**src/rtl/phase_shed_pkg.sv**
```systemverilog
package phase_shed_pkg;
    typedef enum logic {
        ST_NORMAL = 1'b0,
        ST_LIGHT  = 1'b1
    } shed_state_e;
endpackage

```
**src/rtl/shed_mask_gen.sv**
```systemverilog
module shed_mask_gen #(
    parameter int N_STAGES = 4,
    parameter int CNT_W    = 3
) (
    input  logic [CNT_W-1:0]    shed_cnt_i,
    input  logic                light_i,
    output logic [N_STAGES-1:0] mask_o
);
    localparam int MAX_SHED = N_STAGES - 1;

    logic [CNT_W-1:0] eff_cnt;

    // Clamp so at least one stage survives
    always_comb begin
        if (int'(shed_cnt_i) > MAX_SHED) eff_cnt = CNT_W'(MAX_SHED);
        else                             eff_cnt = shed_cnt_i;
    end

    // Highest-numbered stages drop first
    for (genvar g = 0; g < N_STAGES; g++) begin : g_stage
        assign mask_o[g] = !light_i || (g < (N_STAGES - int'(eff_cnt)));
    end
endmodule

```
**src/rtl/shed_fsm.sv**
```systemverilog
module shed_fsm
    import phase_shed_pkg::*;
#(
    parameter int CUR_W = 12
) (
    input  logic             clk,
    input  logic             rst_n,
    input  logic             en_i,
    input  logic             valid_i,
    input  logic [CUR_W-1:0] sample_i,
    input  logic [CUR_W-1:0] lim_lo_i,
    input  logic [CUR_W-1:0] lim_hi_i,
    output shed_state_e      state_d_o,
    output shed_state_e      state_q_o
);
    shed_state_e state_d, state_q;

    always_comb begin
        state_d = state_q;
        if (!en_i) begin
            state_d = ST_NORMAL;
        end else if (valid_i) begin
            case (state_q)
                ST_NORMAL: if (sample_i < lim_lo_i) state_d = ST_LIGHT;
                ST_LIGHT:  if (sample_i > lim_hi_i) state_d = ST_NORMAL;
                default:   state_d = ST_NORMAL;
            endcase
        end
    end

    always_ff @(posedge clk or negedge rst_n) begin
        if (!rst_n) state_q <= ST_NORMAL;
        else        state_q <= state_d;
    end

    assign state_d_o = state_d;
    assign state_q_o = state_q;


    shed_entry_chk: assert property (@(posedge clk) disable iff (!rst_n)
        en_i && valid_i && state_q == ST_NORMAL && sample_i < lim_lo_i |=> state_q == ST_LIGHT);


    hold_band_chk: assert property (@(posedge clk) disable iff (!rst_n)
        en_i && valid_i && sample_i >= lim_lo_i && sample_i <= lim_hi_i |=> $stable(state_q));


    no_valid_hold_chk: assert property (@(posedge clk) disable iff (!rst_n)
        en_i && !valid_i |=> $stable(state_q));
endmodule

```
**src/rtl/phase_shed_ctrl.sv**
```systemverilog
module phase_shed_ctrl
    import phase_shed_pkg::*;
#(
    parameter int N_STAGES = 4,
    parameter int CUR_W    = 12,
    parameter int CNT_W    = $clog2(N_STAGES + 1)
) (
    input  logic                clk,
    input  logic                rst_n,
    input  logic                en_i,
    input  logic                coef_swap_en_i,
    input  logic                sample_valid_i,
    input  logic [CUR_W-1:0]    sample_i,
    input  logic [CUR_W-1:0]    lim_lo_i,
    input  logic [CUR_W-1:0]    lim_hi_i,
    input  logic [CNT_W-1:0]    shed_cnt_i,
    output logic [N_STAGES-1:0] stage_en_o,
    output logic                coef_sel_o
);
    localparam logic [N_STAGES-1:0] ALL_ON = '1;

    typedef struct packed {
        logic [N_STAGES-1:0] mask;
        logic                coef;
    } out_t;

    shed_state_e         state_d, state_q;
    logic [N_STAGES-1:0] mask_next;
    out_t                out_d, out_q;

    shed_fsm #(.CUR_W(CUR_W)) u_fsm (
        .clk       (clk),
        .rst_n     (rst_n),
        .en_i      (en_i),
        .valid_i   (sample_valid_i),
        .sample_i  (sample_i),
        .lim_lo_i  (lim_lo_i),
        .lim_hi_i  (lim_hi_i),
        .state_d_o (state_d),
        .state_q_o (state_q)
    );

    shed_mask_gen #(.N_STAGES(N_STAGES), .CNT_W(CNT_W)) u_mask (
        .shed_cnt_i (shed_cnt_i),
        .light_i    (state_d == ST_LIGHT),
        .mask_o     (mask_next)
    );

    always_comb begin
        out_d      = out_q;
        out_d.mask = mask_next;
        out_d.coef = (state_d == ST_LIGHT) && coef_swap_en_i;
    end

    always_ff @(posedge clk or negedge rst_n) begin
        if (!rst_n) out_q <= '{mask: ALL_ON, coef: 1'b0};
        else        out_q <= out_d;
    end

    assign stage_en_o = out_q.mask;
    assign coef_sel_o = out_q.coef;


    disable_normal_chk: assert property (@(posedge clk) disable iff (!rst_n)
        !en_i |=> (stage_en_o == ALL_ON) && !coef_sel_o);


    coef_light_only_chk: assert property (@(posedge clk) disable iff (!rst_n)
        coef_sel_o |-> state_q == ST_LIGHT);


    normal_full_chk: assert property (@(posedge clk) disable iff (!rst_n)
        state_q == ST_NORMAL |-> stage_en_o == ALL_ON);


    one_stage_left_chk: assert property (@(posedge clk) disable iff (!rst_n)
        state_q == ST_LIGHT |-> stage_en_o[0]);
endmodule

```
**config.mk**
```make
export PLATFORM = sky130hd
export DESIGN_NAME = phase_shed_ctrl
export DESIGN_NICKNAME = d
export VERILOG_FILES = /design/src/rtl/phase_shed_pkg.sv /design/src/rtl/shed_mask_gen.sv /design/src/rtl/shed_fsm.sv /design/src/rtl/phase_shed_ctrl.sv
export SDC_FILE = /design/constraint.sdc
export NUM_CORES = 1
export LEC_CHECK = 0
export CORE_MARGIN = 2
export CORE_UTILIZATION = 34
export DETAILED_ROUTE_END_ITERATION = 10
export GPL_TIMING_DRIVEN = 1
export PLACE_DENSITY = 0.76
export SLEW_MARGIN = 40
export SYNTH_ARGS = -nofsm -noshare
export SYNTH_HDL_FRONTEND = slang
export SYNTH_SLANG_ARGS = --single-unit
```
**constraint.sdc**
```tcl
create_clock -name clk -period 1.2 [get_ports clk]
set_input_delay 0.24 -clock clk [delete_from_list [all_inputs] [get_ports clk]]
set_output_delay 0.24 -clock clk [all_outputs]
set_load 0.05 [all_outputs]
```
## Word level (Yosys, flattened, before mapping)

Cells that the tools add are included.

| word-level totals | value |
|---|---|
| register bits after elaboration | 6 |
| output and inout bits | 5 |
| word-level logic and storage cells | 24 |

| cells by class | value |
|---|---|
| $add $sub $neg | 1 |
| $lt $le $gt $ge | 7 |
| mux-type cells | 6 |
| bitwise logic cells | 1 |
| reductions and logical operators | 6 |

Operators by type and width:

| operator | count |
|---|---|
| $lt 3x32->1 const A | 2 |
| $lt 1x32->1 const A | 1 |
| $lt 2x32->1 const A | 1 |
| $gt 12x12->1 | 1 |
| $lt 12x12->1 | 1 |
| $logic_or 1x1->1 | 4 |
| $mux 1 | 4 |
| $sub 3x3->4 const A | 1 |
| $gt 3x2->1 const B | 1 |
| $mux 3 | 1 |
| $pmux 1 s2 | 1 |
| $logic_and 1x1->1 | 1 |
| $logic_not 1->1 | 1 |
| $not 1->1 | 1 |

## Longest topological paths before layout

Gate-level depths: netlist of the first run.

| depth | value |
|---|---|
| depth after elaboration | 7 |
| mapped depth | 7 |

## By module

From an unflattened synthesis of the first run, not the netlist that was laid out.

| second synthesis, totals | value |
|---|---|
| cell total of the unflattened synthesis | 97 |
| area total of the unflattened synthesis | 813.3 um2 |

By module, submodules not included:

| module | instances | cells an instance | area each (um2) | seq. area each (um2) |
|---|---|---|---|---|
| shed_fsm | 1 | 83 | 624.3 | 25.0 |
| phase_shed_ctrl | 1 | 6 | 136.4 | 130.1 |
| shed_mask_gen | 1 | 8 | 52.6 | 0.0 |

## Least setup slack after synthesis of the first run

No wires, ideal clock.

| timing path | value |
|---|---|
| path kind | input to register |
| from | input lim_hi_i[1] |
| to | register out_q, in the netlist coef_sel_o |
| arrival time | 1.482 ns |
| required time | 1.133 ns |
| setup slack | -0.349 ns |
| cell stages on the path | 7 |
| path buffers | 0 |
| cells stage by stage | inv_1 ha_1 nor2b_1 o211ai_1 a21oi_1 o41ai_4 and3_1 |

RTL lines:

| what | line | source |
|---|---|---|
| from (decl) | phase_shed_ctrl.sv:15 | `input logic [CUR_W-1:0] lim_hi_i,` |
| to (signal assigned) | phase_shed_ctrl.sv:56 | `if (!rst_n) out_q <= '{mask: ALL_ON, coef: 1'b0};` |
| to (signal assigned) | phase_shed_ctrl.sv:57 | `else out_q <= out_d;` |
| to (decl) | phase_shed_ctrl.sv:29 | `out_t out_d, out_q;` |

==> results.py, run 1 <==
metrics = {
    "status": {
        "run_status": "finished, violations left",
        "violated_checks": "negative setup slack",
    },
    "worst_setup_path": {
        "reg2reg_slack_ns": -0.04,
        "cell_type_with_the_highest_occurrence_count_on_the_critical_path": "sky130_fd_sc_hd__o31a_1",
        "buffer_and_inverter_count_on_the_worst_path": 2,
        "critPathCaptureType": "register",
        "cp_max_fo": 5,
        "cp_top_family": "compound AO/OA/AOI/OAI gates",
        "slowest_stage": "sky130_fd_sc_hd__o31a_1",
        "critPathMaxStageDelay_ns": 0.30,
        "cp_required_ns": 1.33,
        "criticalPathCategory": "in2reg",
        "crit_path_cell_trace": "buf_8 > buf_6 > ha_4 > a2111oi_2 > o31a_1 > o31a_1 > and3_1",
        "worstPathArrival_ns": 1.55,
        "crit_path_start_kind": "input pin",
    },
    "sta": {
        "final_critical_period_ns": 1.42,
        "setup_repair_after_global_routing_missed_its_margin": "true",
        "fin_worst_skew_ns": 0.00314,
        "hold_slack_ns": 0.228,
        "layout_worst_path_cycle_share_pct": 118,
        "finalHoldViolations": 0,
        "final-max-slew-violation-count": 0,
        "max_freq_mhz": 704,
        "finalWorstSetupSlack_ns": -0.221,
        "number_of_setup_violations_in_the_final_report": 5,
    },
    "clock_network": {
        "cts-buffers-inserted": 3,
        "cts.sinks": 6,
        "cts.clk_slew.worst_paths_ns": 0.05,
        "htreeDepth": 1,
        "cts_root_buf": "sky130_fd_sc_hd__clkbuf_4",
        "tritoncts": "done",
        "clock_path_buffers": 2,
        "clkLatencyLatePin_ns": 0.24,
    },
    "pwr": {
        "power_density_mw_per_mm2": 610,
        "power_mw": 1.11,
        "ir_worst_vdd_mv": 0.608,
        "cellLeakagePower_nw": 0.779,
    },
    "synth": {
        "area_share_of_the_largest_cell_type_after_synthesis_pct": 35.9,
        "netlist.top_cell.by_area": "sky130_fd_sc_hd__ha_1",
        "yosys-top-cells-area": "sky130_fd_sc_hd__ha_1, sky130_fd_sc_hd__dfstp_2, sky130_fd_sc_hd__inv_1, sky130_fd_sc_hd__dfrtp_1, sky130_fd_sc_hd__a21oi_1",
        "post_synth_and_or_nand_nor_area_fraction_pct": 15.2,
        "yosys.area_share.adder_pct": 35.9,
        "synth.cell_area_sq_um": 837,
        "synth-compound-area-share_pct": 19.1,
        "synth-seq-cells": 6,
        "largest_family_of_logic_cells_by_synthesized_area": "adder cells",
        "synth_sequential_area_ratio_pct": 18.5,
        "post_synth_inst_count": 98,
        "syn-num-nets": 166,
        "ys_warn_count": 0,
        "netlist-cell-type-count": 26,
        "yosys-mux-area-fraction_pct": 0,
        "syn_avg_cell_area_sq_um": 8.54,
        "synth-xor-area-share_pct": 0,
    },
    "routing": {
        "drt_antenna_net_count": 0,
        "routed_wl_mm": 2.66,
        "viasPerCell": 4.92,
        "wire_per_inst_microns": 14.0,
        "vias": 930,
        "drt-pass1-iter-count": 4,
        "detail_route.iter0.violations": 5,
        "drt_drc_violations_left": 0,
    },
    "final_layout": {
        "synthToLayoutAreaGrowth_pct": 116,
        "finalInstanceArea_sq_mm": 0.00181,
        "antenna_cells": 0,
        "stdcell_count": 189,
        "layout.core_utilization_pct": 79.6,
        "fin_nets": 230,
        "post_route_cells_drive_above_1_share_pct": 60.2,
    },
    "placement": {
        "dpl-instance-area_sq_mm": 0.00162,
        "placement.io_buffers": 48,
        "gpl.final_weighted_congestion": 0.767,
        "hpwlAfterDp_mm": 2.17,
        "place.detailed.instances": 181,
    },
    "grt": {
        "grt-ovfl-total": 0,
        "antenna_found_initial": 0,
        "grt_util_all_layers_pct": 21.1,
        "grt_first_pass_wirelength_mm": 4.41,
        "grt_start_max_net_pins": 7,
        "grt_pass1_vias": 1012,
    },
    "floorplan": {
        "core-area_sq_mm": 0.00228,
        "die-area_sq_mm": 0.00287,
        "die_w_microns": 53.6,
        "floorplan.rows": 17,
        "start_util_pct": 36.8,
        "dieHeight_microns": 53.6,
        "io_pins": 49,
    },
    "run": {
        "drv_cap": 0,
    },
    "min_path": {
        "min-delay-path-class": "in2async",
    },
}
[layout make-up]
cell class / instances / area [sq um]
Tap cell: 28 / 35.0
Inverter: 24 / 125
Timing Repair Buffer: 59 / 558
Fill cell: 158 / 464
Multi-Input combinational cell: 68 / 912
Clock buffer: 4 / 26.3
Sequential cell: 6 / 155
[synth_stat cells]
master / number
sky130_fd_sc_hd__a2111oi_2: 1
sky130_fd_sc_hd__a211oi_1: 1
sky130_fd_sc_hd__a21o_1: 1
sky130_fd_sc_hd__a21oi_1: 8
sky130_fd_sc_hd__a311oi_1: 1
sky130_fd_sc_hd__and2_1: 1
sky130_fd_sc_hd__and3_1: 1
sky130_fd_sc_hd__conb_1: 1
sky130_fd_sc_hd__dfrtp_1: 2
sky130_fd_sc_hd__dfstp_2: 4
sky130_fd_sc_hd__ha_1: 24
sky130_fd_sc_hd__inv_1: 24
sky130_fd_sc_hd__nand2_1: 3
sky130_fd_sc_hd__nand2b_1: 1
sky130_fd_sc_hd__nand2b_4: 1
sky130_fd_sc_hd__nand3_1: 4
sky130_fd_sc_hd__nand3b_1: 1
sky130_fd_sc_hd__nand4_1: 4
sky130_fd_sc_hd__nor2_1: 4
sky130_fd_sc_hd__nor2b_1: 1
sky130_fd_sc_hd__nor3_1: 2
sky130_fd_sc_hd__o2111ai_1: 1
sky130_fd_sc_hd__o211ai_1: 3
sky130_fd_sc_hd__o21ai_0: 1
sky130_fd_sc_hd__o31a_1: 2
sky130_fd_sc_hd__o41ai_4: 1
[cells by family (layout without fill, tap and decap cells)]
| kind of cell | count (synthesis) | after routing |
|---|---|---|
| AOI/OAI and AO/OA | 20 | 20 |
| adders and majority gates | 24 | 24 |
| buffers and inverters | 24 | 87 |
| DFF | 6 | 6 |
| other | 1 | 1 |
| and+or+nand+nor | 23 | 23 |
[power breakdown]
| group | switching, mW | internal (mW) |
|---|---|---|
| Combinational | 0.293 | 0.358 |
| Clock | 0.0769 | 0.126 |
| Sequential | 0.0185 | 0.232 |
| Total | 0.389 | 0.716 |
[stage by stage]
| step | setup TNS [ns] | setup WS (ns) |
|---|---|---|
| 2_1_floorplan | -0.838 | -0.220 |
| 3_3_place_gp | -4.39 | -0.918 |
| 3_5_place_dp | -4.56 | -0.953 |
| 4_1_cts | -1.21 | -0.269 |
| 5_1_grt | -1.20 | -0.262 |
| 6_report | -0.912 | -0.221 |
[flip-flops by register name, summed over array words and instances, names as in the netlist]
name,count
stage_en_o,4
u_fsm.state_q_o,1
coef_sel_o,1
[cell usage in the layout, fill, tap and decap left out, types with 5 or more instances in the layout]
| master | count |
|---|---|
| sky130_fd_sc_hd__ha_4 | 19 |
| sky130_fd_sc_hd__inv_2 | 12 |
| sky130_fd_sc_hd__buf_2 | 10 |
| sky130_fd_sc_hd__clkdlybuf4s15_1 | 10 |
| sky130_fd_sc_hd__inv_1 | 7 |
| sky130_fd_sc_hd__clkdlybuf4s50_1 | 7 |
| sky130_fd_sc_hd__buf_4 | 7 |
| sky130_fd_sc_hd__clkbuf_2 | 6 |
| sky130_fd_sc_hd__buf_6 | 5 |
| sky130_fd_sc_hd__buf_12 | 5 |
[routing by layer]
layer	share of wire [%]	routed length (microns)	track usage, %
met1	41	1090	25.2
met4	0.34	9	4.70
met3	5.4	144	3.06
met2	53	1410	39.5
met5	0	0	0
[repair_timing]
action                                  4_1_cts  5_1_grt
pin swaps                                    28       19
setup buffers                                 2        2
gates resized for setup                     128       24
hold endpoints to repair                      0        0
hold buffers                                  0        0
endpoints found under the setup margin        5        5
[final timing paths]
check / from / endpoint / depth (start not counted)
max: sample_i[1] / coef_sel_o / 7
min: rst_n / u_fsm.state_q_o / 1
max reg2reg: u_fsm.state_q_o / coef_sel_o / 4
min reg2reg: u_fsm.state_q_o / stage_en_o[1] / 4
max in group asynchronous: rst_n / stage_en_o[3] / 1
min in group clk: shed_cnt_i[1] / stage_en_o[2] / 2
(Power assumes the default switching activity.)
==> inputs of run 2 (changes only) <==
Settings changed: SLEW_MARGIN 40 to default.
==> results of run 2 <==
Final layout, timing and power as in run 1 (identical DEF).
